--- src/rtl/tws_pkg.sv ---
package tws_pkg;
  typedef enum logic [2:0] {
    ST_IDLE,
    ST_RX,
    ST_RXEND,
    ST_ACK,
    ST_TX,
    ST_MACK,
    ST_MACKF
  } tws_state_e;
endpackage

--- src/rtl/tws_line_filt.sv ---
module tws_line_filt #(
  parameter int   STAGES  = 2,
  parameter int   TAPS    = 3,
  parameter logic RST_VAL = 1'b1
) (
  input  logic clk,
  input  logic rst_n,
  input  logic din,
  output logic dout
);
  localparam int CW = $clog2(TAPS + 1);

  logic [STAGES-1:0] sync_q;
  logic [TAPS-1:0]   win_q;
  logic              dout_q;
  logic [CW-1:0]     ones;
  logic              vote;

  always_comb begin
    ones = '0;
    for (int i = 0; i < TAPS; i++) ones = ones + CW'(win_q[i]);
    vote = (ones > CW'(TAPS / 2));
  end

  always_ff @(posedge clk or negedge rst_n) begin
    if (!rst_n) begin
      sync_q <= {STAGES{RST_VAL}};
      win_q  <= {TAPS{RST_VAL}};
      dout_q <= RST_VAL;
    end else begin
      sync_q <= {sync_q[STAGES-2:0], din};
      win_q  <= {win_q[TAPS-2:0], sync_q[STAGES-1]};
      dout_q <= vote;
    end
  end

  assign dout = dout_q;
endmodule

--- src/rtl/tws_cond_det.sv ---
module tws_cond_det (
  input  logic clk,
  input  logic rst_n,
  input  logic scl_f,
  input  logic sda_f,
  output logic scl_rise,
  output logic scl_fall,
  output logic start_c,
  output logic stop_c
);
  logic scl_p, sda_p;

  always_ff @(posedge clk or negedge rst_n) begin
    if (!rst_n) begin
      scl_p <= 1'b1;
      sda_p <= 1'b1;
    end else begin
      scl_p <= scl_f;
      sda_p <= sda_f;
    end
  end

  assign scl_rise = scl_f & ~scl_p;
  assign scl_fall = ~scl_f & scl_p;
  assign start_c  = scl_f & scl_p & sda_p & ~sda_f;
  assign stop_c   = scl_f & scl_p & ~sda_p & sda_f;
endmodule

--- src/rtl/tws_byte_fsm.sv ---
module tws_byte_fsm
  import tws_pkg::*;
#(
  parameter int               SEL_W    = 3,
  parameter int               BLK_W    = 3,
  parameter int               WORD_W   = 2 + SEL_W + BLK_W,
  parameter logic [SEL_W-1:0] INV_MASK = 3'b010
) (
  input  logic              clk,
  input  logic              rst_n,
  input  logic              scl_rise,
  input  logic              scl_fall,
  input  logic              start_c,
  input  logic              stop_c,
  input  logic              sda_f,
  input  logic [SEL_W-1:0]  strap_sel,
  input  logic [WORD_W-1:0] tx_byte,
  output logic              sda_oe,
  output logic              dev_ok,
  output logic              dev_rd,
  output logic [BLK_W-1:0]  dev_blk,
  output logic              rx_valid,
  output logic [WORD_W-1:0] rx_byte,
  output logic              tx_load,
  output logic              bus_start,
  output logic              bus_stop
);
  localparam int CNT_W = $clog2(WORD_W);
  localparam logic [CNT_W-1:0] LAST = CNT_W'(WORD_W - 1);

  tws_state_e        state_q, state_d;
  logic [CNT_W-1:0]  cnt_q, cnt_d;
  logic [WORD_W-1:0] sh_q, sh_d, rxb_q, rxb_d;
  logic              first_q, first_d, rd_q, rd_d, oe_q, oe_d;
  logic              dok_q, dok_d, drd_q, drd_d, rxv_q, rxv_d;
  logic              txl_q, txl_d, bst_q, bst_d, bsp_q, bsp_d;
  logic [BLK_W-1:0]  blk_q, blk_d;
  logic              hit;

  assign hit = sh_q[WORD_W-1] &&
               (sh_q[WORD_W-2 -: SEL_W] == (strap_sel ^ INV_MASK));

  always_comb begin
    state_d = state_q; cnt_d = cnt_q; sh_d = sh_q; first_d = first_q;
    rd_d = rd_q; oe_d = oe_q; drd_d = drd_q; blk_d = blk_q; rxb_d = rxb_q;
    dok_d = 1'b0; rxv_d = 1'b0; txl_d = 1'b0; bst_d = 1'b0; bsp_d = 1'b0;
    if (stop_c) begin
      state_d = ST_IDLE; oe_d = 1'b0; bsp_d = 1'b1;
    end else if (start_c) begin
      state_d = ST_RX; cnt_d = '0; first_d = 1'b1; rd_d = 1'b0;
      oe_d = 1'b0; bst_d = 1'b1;
    end else begin
      unique case (state_q)
        ST_RX: if (scl_rise) begin
          sh_d  = {sh_q[WORD_W-2:0], sda_f};
          cnt_d = cnt_q + 1'b1;
          if (cnt_q == LAST) state_d = ST_RXEND;
        end
        ST_RXEND: if (scl_fall) begin
          if (first_q) begin
            if (hit) begin
              oe_d = 1'b1; dok_d = 1'b1; first_d = 1'b0;
              drd_d = sh_q[0]; rd_d = sh_q[0];
              blk_d = sh_q[1 +: BLK_W];
              state_d = ST_ACK;
            end else begin
              state_d = ST_IDLE;
            end
          end else begin
            rxv_d = 1'b1; rxb_d = sh_q; oe_d = 1'b1; state_d = ST_ACK;
          end
        end
        ST_ACK: if (scl_fall) begin
          cnt_d = '0;
          if (rd_q) begin
            sh_d = tx_byte; txl_d = 1'b1;
            oe_d = ~tx_byte[WORD_W-1]; state_d = ST_TX;
          end else begin
            oe_d = 1'b0; state_d = ST_RX;
          end
        end
        ST_TX: if (scl_fall) begin
          if (cnt_q == LAST) begin
            oe_d = 1'b0; state_d = ST_MACK;
          end else begin
            sh_d  = {sh_q[WORD_W-2:0], 1'b0};
            oe_d  = ~sh_q[WORD_W-2];
            cnt_d = cnt_q + 1'b1;
          end
        end
        ST_MACK: if (scl_rise) state_d = sda_f ? ST_IDLE : ST_MACKF;
        ST_MACKF: if (scl_fall) begin
          sh_d = tx_byte; txl_d = 1'b1; cnt_d = '0;
          oe_d = ~tx_byte[WORD_W-1]; state_d = ST_TX;
        end
        default: ;
      endcase
    end
  end

  always_ff @(posedge clk or negedge rst_n) begin
    if (!rst_n) begin
      state_q <= ST_IDLE; cnt_q <= '0; sh_q <= '0; rxb_q <= '0;
      first_q <= 1'b0; rd_q <= 1'b0; oe_q <= 1'b0; dok_q <= 1'b0;
      drd_q <= 1'b0; blk_q <= '0; rxv_q <= 1'b0; txl_q <= 1'b0;
      bst_q <= 1'b0; bsp_q <= 1'b0;
    end else begin
      state_q <= state_d; cnt_q <= cnt_d; sh_q <= sh_d; rxb_q <= rxb_d;
      first_q <= first_d; rd_q <= rd_d; oe_q <= oe_d; dok_q <= dok_d;
      drd_q <= drd_d; blk_q <= blk_d; rxv_q <= rxv_d; txl_q <= txl_d;
      bst_q <= bst_d; bsp_q <= bsp_d;
    end
  end

  assign sda_oe    = oe_q;
  assign dev_ok    = dok_q;
  assign dev_rd    = drd_q;
  assign dev_blk   = blk_q;
  assign rx_valid  = rxv_q;
  assign rx_byte   = rxb_q;
  assign tx_load   = txl_q;
  assign bus_start = bst_q;
  assign bus_stop  = bsp_q;
endmodule

--- src/rtl/tws_frontend.sv ---
module tws_frontend #(
  parameter int               SEL_W    = 3,
  parameter int               BLK_W    = 3,
  parameter int               WORD_W   = 2 + SEL_W + BLK_W,
  parameter int               STAGES   = 2,
  parameter int               TAPS     = 3,
  parameter logic [SEL_W-1:0] INV_MASK = 3'b010
) (
  input  logic              clk,
  input  logic              rst_n,
  input  logic              scl_in,
  input  logic              sda_in,
  output logic              sda_oe,
  input  logic [SEL_W-1:0]  strap_sel,
  input  logic [WORD_W-1:0] tx_byte,
  output logic              dev_ok,
  output logic              dev_rd,
  output logic [BLK_W-1:0]  dev_blk,
  output logic              rx_valid,
  output logic [WORD_W-1:0] rx_byte,
  output logic              tx_load,
  output logic              bus_start,
  output logic              bus_stop
);
  localparam int LINES = 2;

  logic [LINES-1:0] raw, filt;
  logic scl_f, sda_f, scl_rise, scl_fall, start_c, stop_c;

  assign raw   = {sda_in, scl_in};
  assign scl_f = filt[0];
  assign sda_f = filt[1];

  for (genvar g = 0; g < LINES; g++) begin : g_line
    tws_line_filt #(.STAGES(STAGES), .TAPS(TAPS), .RST_VAL(1'b1)) u_filt (
      .clk(clk), .rst_n(rst_n), .din(raw[g]), .dout(filt[g])
    );
  end

  tws_cond_det u_cond (
    .clk(clk), .rst_n(rst_n), .scl_f(scl_f), .sda_f(sda_f),
    .scl_rise(scl_rise), .scl_fall(scl_fall),
    .start_c(start_c), .stop_c(stop_c)
  );

  tws_byte_fsm #(
    .SEL_W(SEL_W), .BLK_W(BLK_W), .WORD_W(WORD_W), .INV_MASK(INV_MASK)
  ) u_fsm (
    .clk(clk), .rst_n(rst_n), .scl_rise(scl_rise), .scl_fall(scl_fall),
    .start_c(start_c), .stop_c(stop_c), .sda_f(sda_f),
    .strap_sel(strap_sel), .tx_byte(tx_byte), .sda_oe(sda_oe),
    .dev_ok(dev_ok), .dev_rd(dev_rd), .dev_blk(dev_blk),
    .rx_valid(rx_valid), .rx_byte(rx_byte), .tx_load(tx_load),
    .bus_start(bus_start), .bus_stop(bus_stop)
  );
endmodule

--- config.mk ---
export PLATFORM = sky130hd
export DESIGN_NAME = tws_frontend
export DESIGN_NICKNAME = d
export VERILOG_FILES = /design/src/rtl/tws_pkg.sv /design/src/rtl/tws_line_filt.sv /design/src/rtl/tws_cond_det.sv /design/src/rtl/tws_byte_fsm.sv /design/src/rtl/tws_frontend.sv
export SDC_FILE = /design/constraint.sdc
export NUM_CORES = 1
export LEC_CHECK = 0
export ABC_AREA = 1
export BUFFER_PORTS_ARGS = -buffer_cell sky130_fd_sc_hd__buf_2
export CAP_MARGIN = 30
export CELL_PAD_IN_SITES_DETAIL_PLACEMENT = 0
export CELL_PAD_IN_SITES_GLOBAL_PLACEMENT = 1
export CORE_UTILIZATION = 44
export CTS_BUF_LIST = sky130_fd_sc_hd__clkbuf_8
export DETAILED_ROUTE_END_ITERATION = 12
export HOLD_SLACK_MARGIN = 0.03
export PLACE_DENSITY = 0.91
export SKIP_LAST_GASP = 1
export SLEW_MARGIN = 40
export SYNTH_ARGS = -nofsm -noshare
export SYNTH_HDL_FRONTEND = slang
export SYNTH_HIERARCHICAL = 1
export SYNTH_SLANG_ARGS = --single-unit
--- constraint.sdc ---
create_clock -name clk -period 1.85 [get_ports clk]
set_input_delay 0.37 -clock clk [delete_from_list [all_inputs] [get_ports clk]]
set_output_delay 0.37 -clock clk [all_outputs]
set_load 0.01 [all_outputs]
# After elaboration in Yosys (flattened, before gate mapping)

Index checks and enable logic that the tools add are counted.

Register bits after elaboration: 48
Input port bits: 15
Output and inout port bits: 18
Logic and storage cells: 160

$add $sub $neg: 5
Magnitude comparators: 2
Equality and inequality tests: 27
Muxes and demuxes: 69
Bitwise gates (word level): 17
Reductions and logical operators: 18

Operators by type and width:

| operator                                                        | count |
|---|---|
| 3-bit two-way mux                                               | 17 |
| 8-bit two-way mux                                               | 6 |
| 1-bit two-way mux                                               | 39 |
| 8-bit one-hot mux with 4 select lines                           | 1 |
| 4-bit != test, second input constant                            | 6 |
| 3-bit one-hot mux with 6 select lines                           | 1 |
| 6-bit AND reduction                                             | 3 |
| 9-bit AND reduction                                             | 2 |
| 3-bit == test, second input constant                            | 4 |
| 2-bit != test, second input constant                            | 5 |
| 1-bit inverter                                                  | 10 |
| 5-bit AND reduction                                             | 2 |
| 3-bit != test, second input constant                            | 3 |
| 3-bit one-hot mux with 3 select lines                           | 1 |
| 4-bit by 3-bit != test with 1-bit output, second input constant | 2 |
| 2-bit nonzero test                                              | 4 |
| 4-bit nonzero test                                              | 2 |
| 8-bit nonzero test                                              | 1 |
| 1-bit AND                                                       | 7 |
| 3-bit by 2-bit == test with 1-bit output, second input constant | 2 |
| 6-bit nonzero test                                              | 1 |
| 5-bit != test, second input constant                            | 1 |
| 1-bit by 1-bit adder with 2-bit output                          | 2 |
| 2-bit by 1-bit adder with 2-bit output                          | 2 |
| 12 further kinds                                                | 14 |

# Depth between registers and ports, before layout

Depth in word-level cells: 9
Gate-level depth with buffers: 12

# Hierarchy

The synthesis kept the hierarchy.

Modules (own cells, without submodules):

| module        | instances | cells each | area an instance (um^2) | seq. area each (um^2) |
|---|---|---|---|---|
| tws_byte_fsm  | 1         | 232        | 1834.3                  | 850.8 |
| tws_line_filt | 2         | 10         | 181.4                   | 157.7 |
| tws_cond_det  | 1         | 13         | 93.8                    | 52.6 |

# Worst setup path before layout

OpenSTA, ideal clock, no wires.

Path type: register to register
Start point: register u_fsm.cnt_q[0]
End point: register u_fsm.sh_q[7]
Library setup time: 123 ps
Arrival time: 1451 ps
Required time: 1727 ps
Path slack: 275 ps
Stages on the path, launching flop included: 11
Path buffers: 1
Clock period less this slack: 1575 ps
Cell sequence: dfrtp_1 -> ha_1 -> ha_1 -> inv_1 -> nand2_1 -> and2_4 -> nor2_4 -> nand3_4 -> buf_6 -> nand2_1 -> o21ai_2

Cells in the longest elaborated chain, start to end: 3

RTL lines:

| item                          | RTL line            | RTL |
|---|---|---|
| from (decl)                   | tws_byte_fsm.sv:32  | `logic [CNT_W-1:0] cnt_q, cnt_d;` |
| from (signal assigned)        | tws_byte_fsm.sv:103 | `state_q <= ST_IDLE; cnt_q <= '0; sh_q <= '0; rxb_q <= '0;` |
| from (signal assigned)        | tws_byte_fsm.sv:108 | `state_q <= state_d; cnt_q <= cnt_d; sh_q <= sh_d; rxb_q <= rxb_d;` |
| 3-bit == test                 | tws_byte_fsm.sv:83  | `if (cnt_q == LAST) begin` |
| 2-bit != test (no line)       | --                  |  |
| 9-bit AND reduction (no line) | --                  |  |
| to (signal assigned)          | tws_byte_fsm.sv:103 |  |
| to (signal assigned)          | tws_byte_fsm.sv:108 |  |
| to (decl)                     | tws_byte_fsm.sv:33  | `logic [WORD_W-1:0] sh_q, sh_d, rxb_q, rxb_d;` |

No other way between the ends.
A chain may end at the register's enable or synchronous reset.

# Final worst setup path

Start point: register g_line[0].u_filt.dout_q
End point: register u_fsm.rd_q

Cells in the longest elaborated chain, start to end: 5
Elaborated cells on any way between the ends: 14
Those cells by class: mux: 1; bitwise: 8; reduce/logical: 5

RTL lines:

| item                          | RTL line            | RTL |
|---|---|---|
| from (decl)                   | tws_line_filt.sv:15 | `logic dout_q;` |
| from (signal assigned)        | tws_line_filt.sv:33 | `dout_q <= vote;` |
| 1-bit AND (*) (3 in a row)    | tws_cond_det.sv:25  | `assign start_c = scl_f & scl_p & sda_p & ~sda_f;` |
| via start_c                   | tws_frontend.sv:28  | `logic scl_f, sda_f, scl_rise, scl_fall, start_c, stop_c;` |
| 2-bit nonzero test (no line)  | --                  |  |
| 5-bit AND reduction (no line) | --                  |  |
| to (signal assigned)          | tws_byte_fsm.sv:104 | `first_q <= 1'b0; rd_q <= 1'b0; oe_q <= 1'b0; dok_q <= 1'b0;` |
| to (signal assigned)          | tws_byte_fsm.sv:109 | `first_q <= first_d; rd_q <= rd_d; oe_q <= oe_d; dok_q <= dok_d;` |
| to (decl)                     | tws_byte_fsm.sv:34  | `logic first_q, first_d, rd_q, rd_d, oe_q, oe_d;` |

The timed path passes the listed nets; every way through them passes the cells marked *.

==> results.json <==
{
  "status": "finished clean",
  "finalMaxSlewViolations": 0,
  "fin_crit_sh_pct": 90.5,
  "post_cts_buffers": 0,
  "overflow": 0,
  "synth_common_cells": "nand2_1, dfrtp_1, inv_1",
  "clk_pin_slew_ns": 0.09,
  "gr-usage-all-layers_pct": 18.2,
  "core_sq_mm": 0.00488,
  "yosysMostFrequentCell": "nand2_1",
  "globalplace.congestion": 0.876,
  "cp.required_ns": 2.04,
  "grt_pass1_vias": 1692,
  "grt_use_met2_pct": 29.6,
  "finalNetCount": 322,
  "synth_area_per_cell_sq_um": 8.65,
  "setup_viol_count_final": 0,
  "clock.fmax_mhz": 597,
  "hold_path.class": "input pin to async pin",
  "dpl.hpwl_mm": 3.10,
  "grt-busiest-layer": "met2",
  "drt_pass1_iterations": 4,
  "cts_buffers": 5,
  "ys_seq_area_share_pct": 53.2,
  "synth-edff-count": 0,
  "multi_input_area_sq_um": 883,
  "grt_pass1_wl_mm": 7.57,
  "synthCells": 265,
  "antenna_found_initial": 0,
  "cpPeakStageDelay_ns": 0.56,
  "crit_path_start_kind": "flip-flop",
  "synth.top_cells.by_area": "dfrtp_1, dfstp_2, nand2_1, inv_1, o21ai_0",
  "critPathArrivalTime_ns": 1.86,
  "portBuffers": 32,
  "power.static_leakage_nw": 1.43,
  "relSlewSlack_pct": 61.0,
  "ys_seq_elements": 48,
  "syn-cell-area_sq_mm": 0.00229,
  "antenna_left": 0,
  "start_util_pct": 46.9,
  "first_iter_violations": 60,
  "area_growth_pct": 14.9,
  "io_pins": 33,
  "worstSkewPairLatency_ns": 0.29,
  "cts_tree": "built",
  "grtUsageMet3_pct": 6.10,
  "fin_cells": 371,
  "clock_sinks": 48,
  "synth-warning-count": 6,
  "hold_viol_final": 0,
  "viasPerCell": 4.70,
  "period_needed_ns": 1.67,
  "peakVddDrop_mv": 0.792,
  "seqCellArea_sq_mm": 0.00122,
  "finalWorstSetupSlack_ns": 0.175,
  "htreeDepth": 2,
  "tightest_slew_ns": 0.585,
  "nFillCells": 492,
  "dp_cells": 363,
  "drc_errors": 0,
  "drive_gt1_share_pct": 29.9,
  "rsz0062_at_grt": "false",
  "routed_wl_mm": 4.32,
  "power_density_mw_per_mm2": 1550,
  "yosysTopAreaCellShare_pct": 37.1,
  "clockBufferDepth": 2,
  "die_h_um": 74.2,
  "criticalPathCategory": "flip-flop to flip-flop",
  "critPathCaptureType": "flip-flop",
  "finalClockSkew_ns": 0.00462,
  "async_flop_share_pct": 100,
  "yosys.area.top_type": "dfrtp_1",
  "fp.dieW_um": 74.2,
  "critical_path_buf_inv_count": 3,
  "grt_max_degree": 49,
  "met1_usage_pct": 23.3,
  "vias": 1745,
  "synthDistinctLibCells": 25,
  "cp_slowest_cell": "dfstp_2",
  "die_area_sq_mm": 0.00550,
  "path_cells": "nand2_1 > nor2_4 > inv_2 > nor2_1 > inv_1 > nand2_1 > nand3_1 > o21ai_0 > inv_1",
  "num_rows": 25,
  "maxCapViolCount": 0,
  "crit_family": "simple AND/OR/NAND/NOR gates",
  "antenna_cells": 0,
  "syn_nets": 284,
  "setup_tns_ns": 0,
  "crit_fanout": 7,
  "post_drt_wl_per_cell_um": 11.7,
  "cts-root-buf": "clkbuf_8",
  "pre_cts_ws_ns": 0.0282,
  "ys.flop_type": "dfrtp_1"
}
[layout make-up]
class	instances	share of cell area, %
multi-input cells	173	33.6
flip-flops and latches	48	46.3
clock inverters	3	1.47
repair buffers	36	7.22
clock buffers	5	2.61
inverters	39	5.66
well taps	67	3.18
[path summary, 6_finish.rpt]
path / start / end / slack [ns] / cells after the start
setup / recovery: g_line[0].u_filt/dout$_DFF_PN1_ / u_fsm/rd_q$_DFFE_PN0P_ / 0.18 / 9
hold / removal: rst_n / u_fsm/state_q[2]$_DFFE_PN0P_ / 0.16 / 2
setup reg to reg: g_line[0].u_filt/dout$_DFF_PN1_ / u_fsm/rd_q$_DFFE_PN0P_ / 0.18 / 9
hold reg to reg: g_line[0].u_filt/sync_q[1]$_DFF_PN1_ / g_line[0].u_filt/win_q[0]$_DFF_PN1_ / 0.36 / 0
max in group asynchronous: rst_n / u_fsm/rx_byte[6]$_DFFE_PN0P_ / 1.30 / 2
min in group clk: scl_in / g_line[0].u_filt/sync_q[0]$_DFF_PN1_ / 0.17 / 1
[metal layers]
layer | routed length, um | vias to the layer above | share of wire (%)
li1 | - | 901 | -
met1 | 2030 | 792 | 47
met2 | 2020 | 46 | 47
met3 | 222 | 6 | 5.1
met4 | 44 | 0 | 1.0
met5 | 0 | - | 0
[sequential cells by signal, indices dropped and copies added, names as in the netlist]
register              count
u_fsm/rx_byte             8
u_fsm/sh_q                8
g_line.u_filt/win_q       6
g_line.u_filt/sync_q      4
u_fsm/cnt_q               3
u_fsm/dev_blk             3
u_fsm/state_q             3
g_line.u_filt/dout        2
u_cond/scl_p              1
u_cond/sda_p              1
u_fsm/bus_start           1
u_fsm/bus_stop            1
u_fsm/dev_ok              1
u_fsm/dev_rd              1
u_fsm/first_q             1
u_fsm/rd_q                1
u_fsm/rx_valid            1
u_fsm/sda_oe              1
u_fsm/tx_load             1
[worst register-to-register path, stage by stage (launching register included)]
cell	delay [ns]
dfstp_2	0.56
nand2_1	0.12
nor2_4	0.17
inv_2	0.09
nor2_1	0.14
inv_1	0.11
nand2_1	0.08
nand3_1	0.09
o21ai_0	0.16
inv_1	0.05
[what timing repair did]
| item | 4_1_cts | 5_1_grt |
|---|---|---|
| gates resized for setup | 0 | 4 |
| setup endpoints to repair | 0 | 20 |
| hold buffers | 0 | 0 |
[power breakdown]
part | leakage (nW) | total, mW | switching (mW) | internal [mW]
combinational | 0.778 | 1.74 | 1.10 | 0.641
clock | 0.0593 | 0.731 | 0.335 | 0.396
sequential | 0.594 | 1.62 | 0.253 | 1.36
[layout by cell type, fill, tap and decap left out, types with 2 or more instances in the layout]
cell type,netlist,routed
o21ai_0,16,16
inv_2,4,5
o21ai_1,9,9
nand2_2,6,6
dfrtp_1,34,34
nand2_1,80,80
nand3_2,2,2
a21oi_1,3,3
inv_1,34,34
nor2_4,3,4
nor2_1,18,16
o21ai_2,9,9
nor2_2,2,3
buf_2,1,32
dfstp_2,14,14
ha_1,4,4
buf_4,0,4
clkbuf_8,0,5
nand4_1,3,3
nand3_1,13,13
[stage by stage]
stage	area [sq um]	power [mW]	util (%)	hold WS, ns
CTS	2620	4.13	53.7	0.153
floorplan	2290	3.01	-	0.0744
detailed placement	2510	3.37	51.5	0.347
global placement	2510	3.35	51.5	0.346
finish	2630	4.09	53.9	0.158
global route	2630	4.47	53.9	0.139
[cells by family (layout without fill, tap and decap cells)]
family	count (synthesis)	in the layout	synth area share, %
AO/OA/AOI/OAI	38	38	9.94
flip-flops	48	48	53.2
adder cells (fa/ha/maj)	4	4	2.18
buffers and inverters	44	83	8.68
AND/OR/NAND/NOR	131	131	26.0
Note: power is estimated with default switching activity, not from simulation.
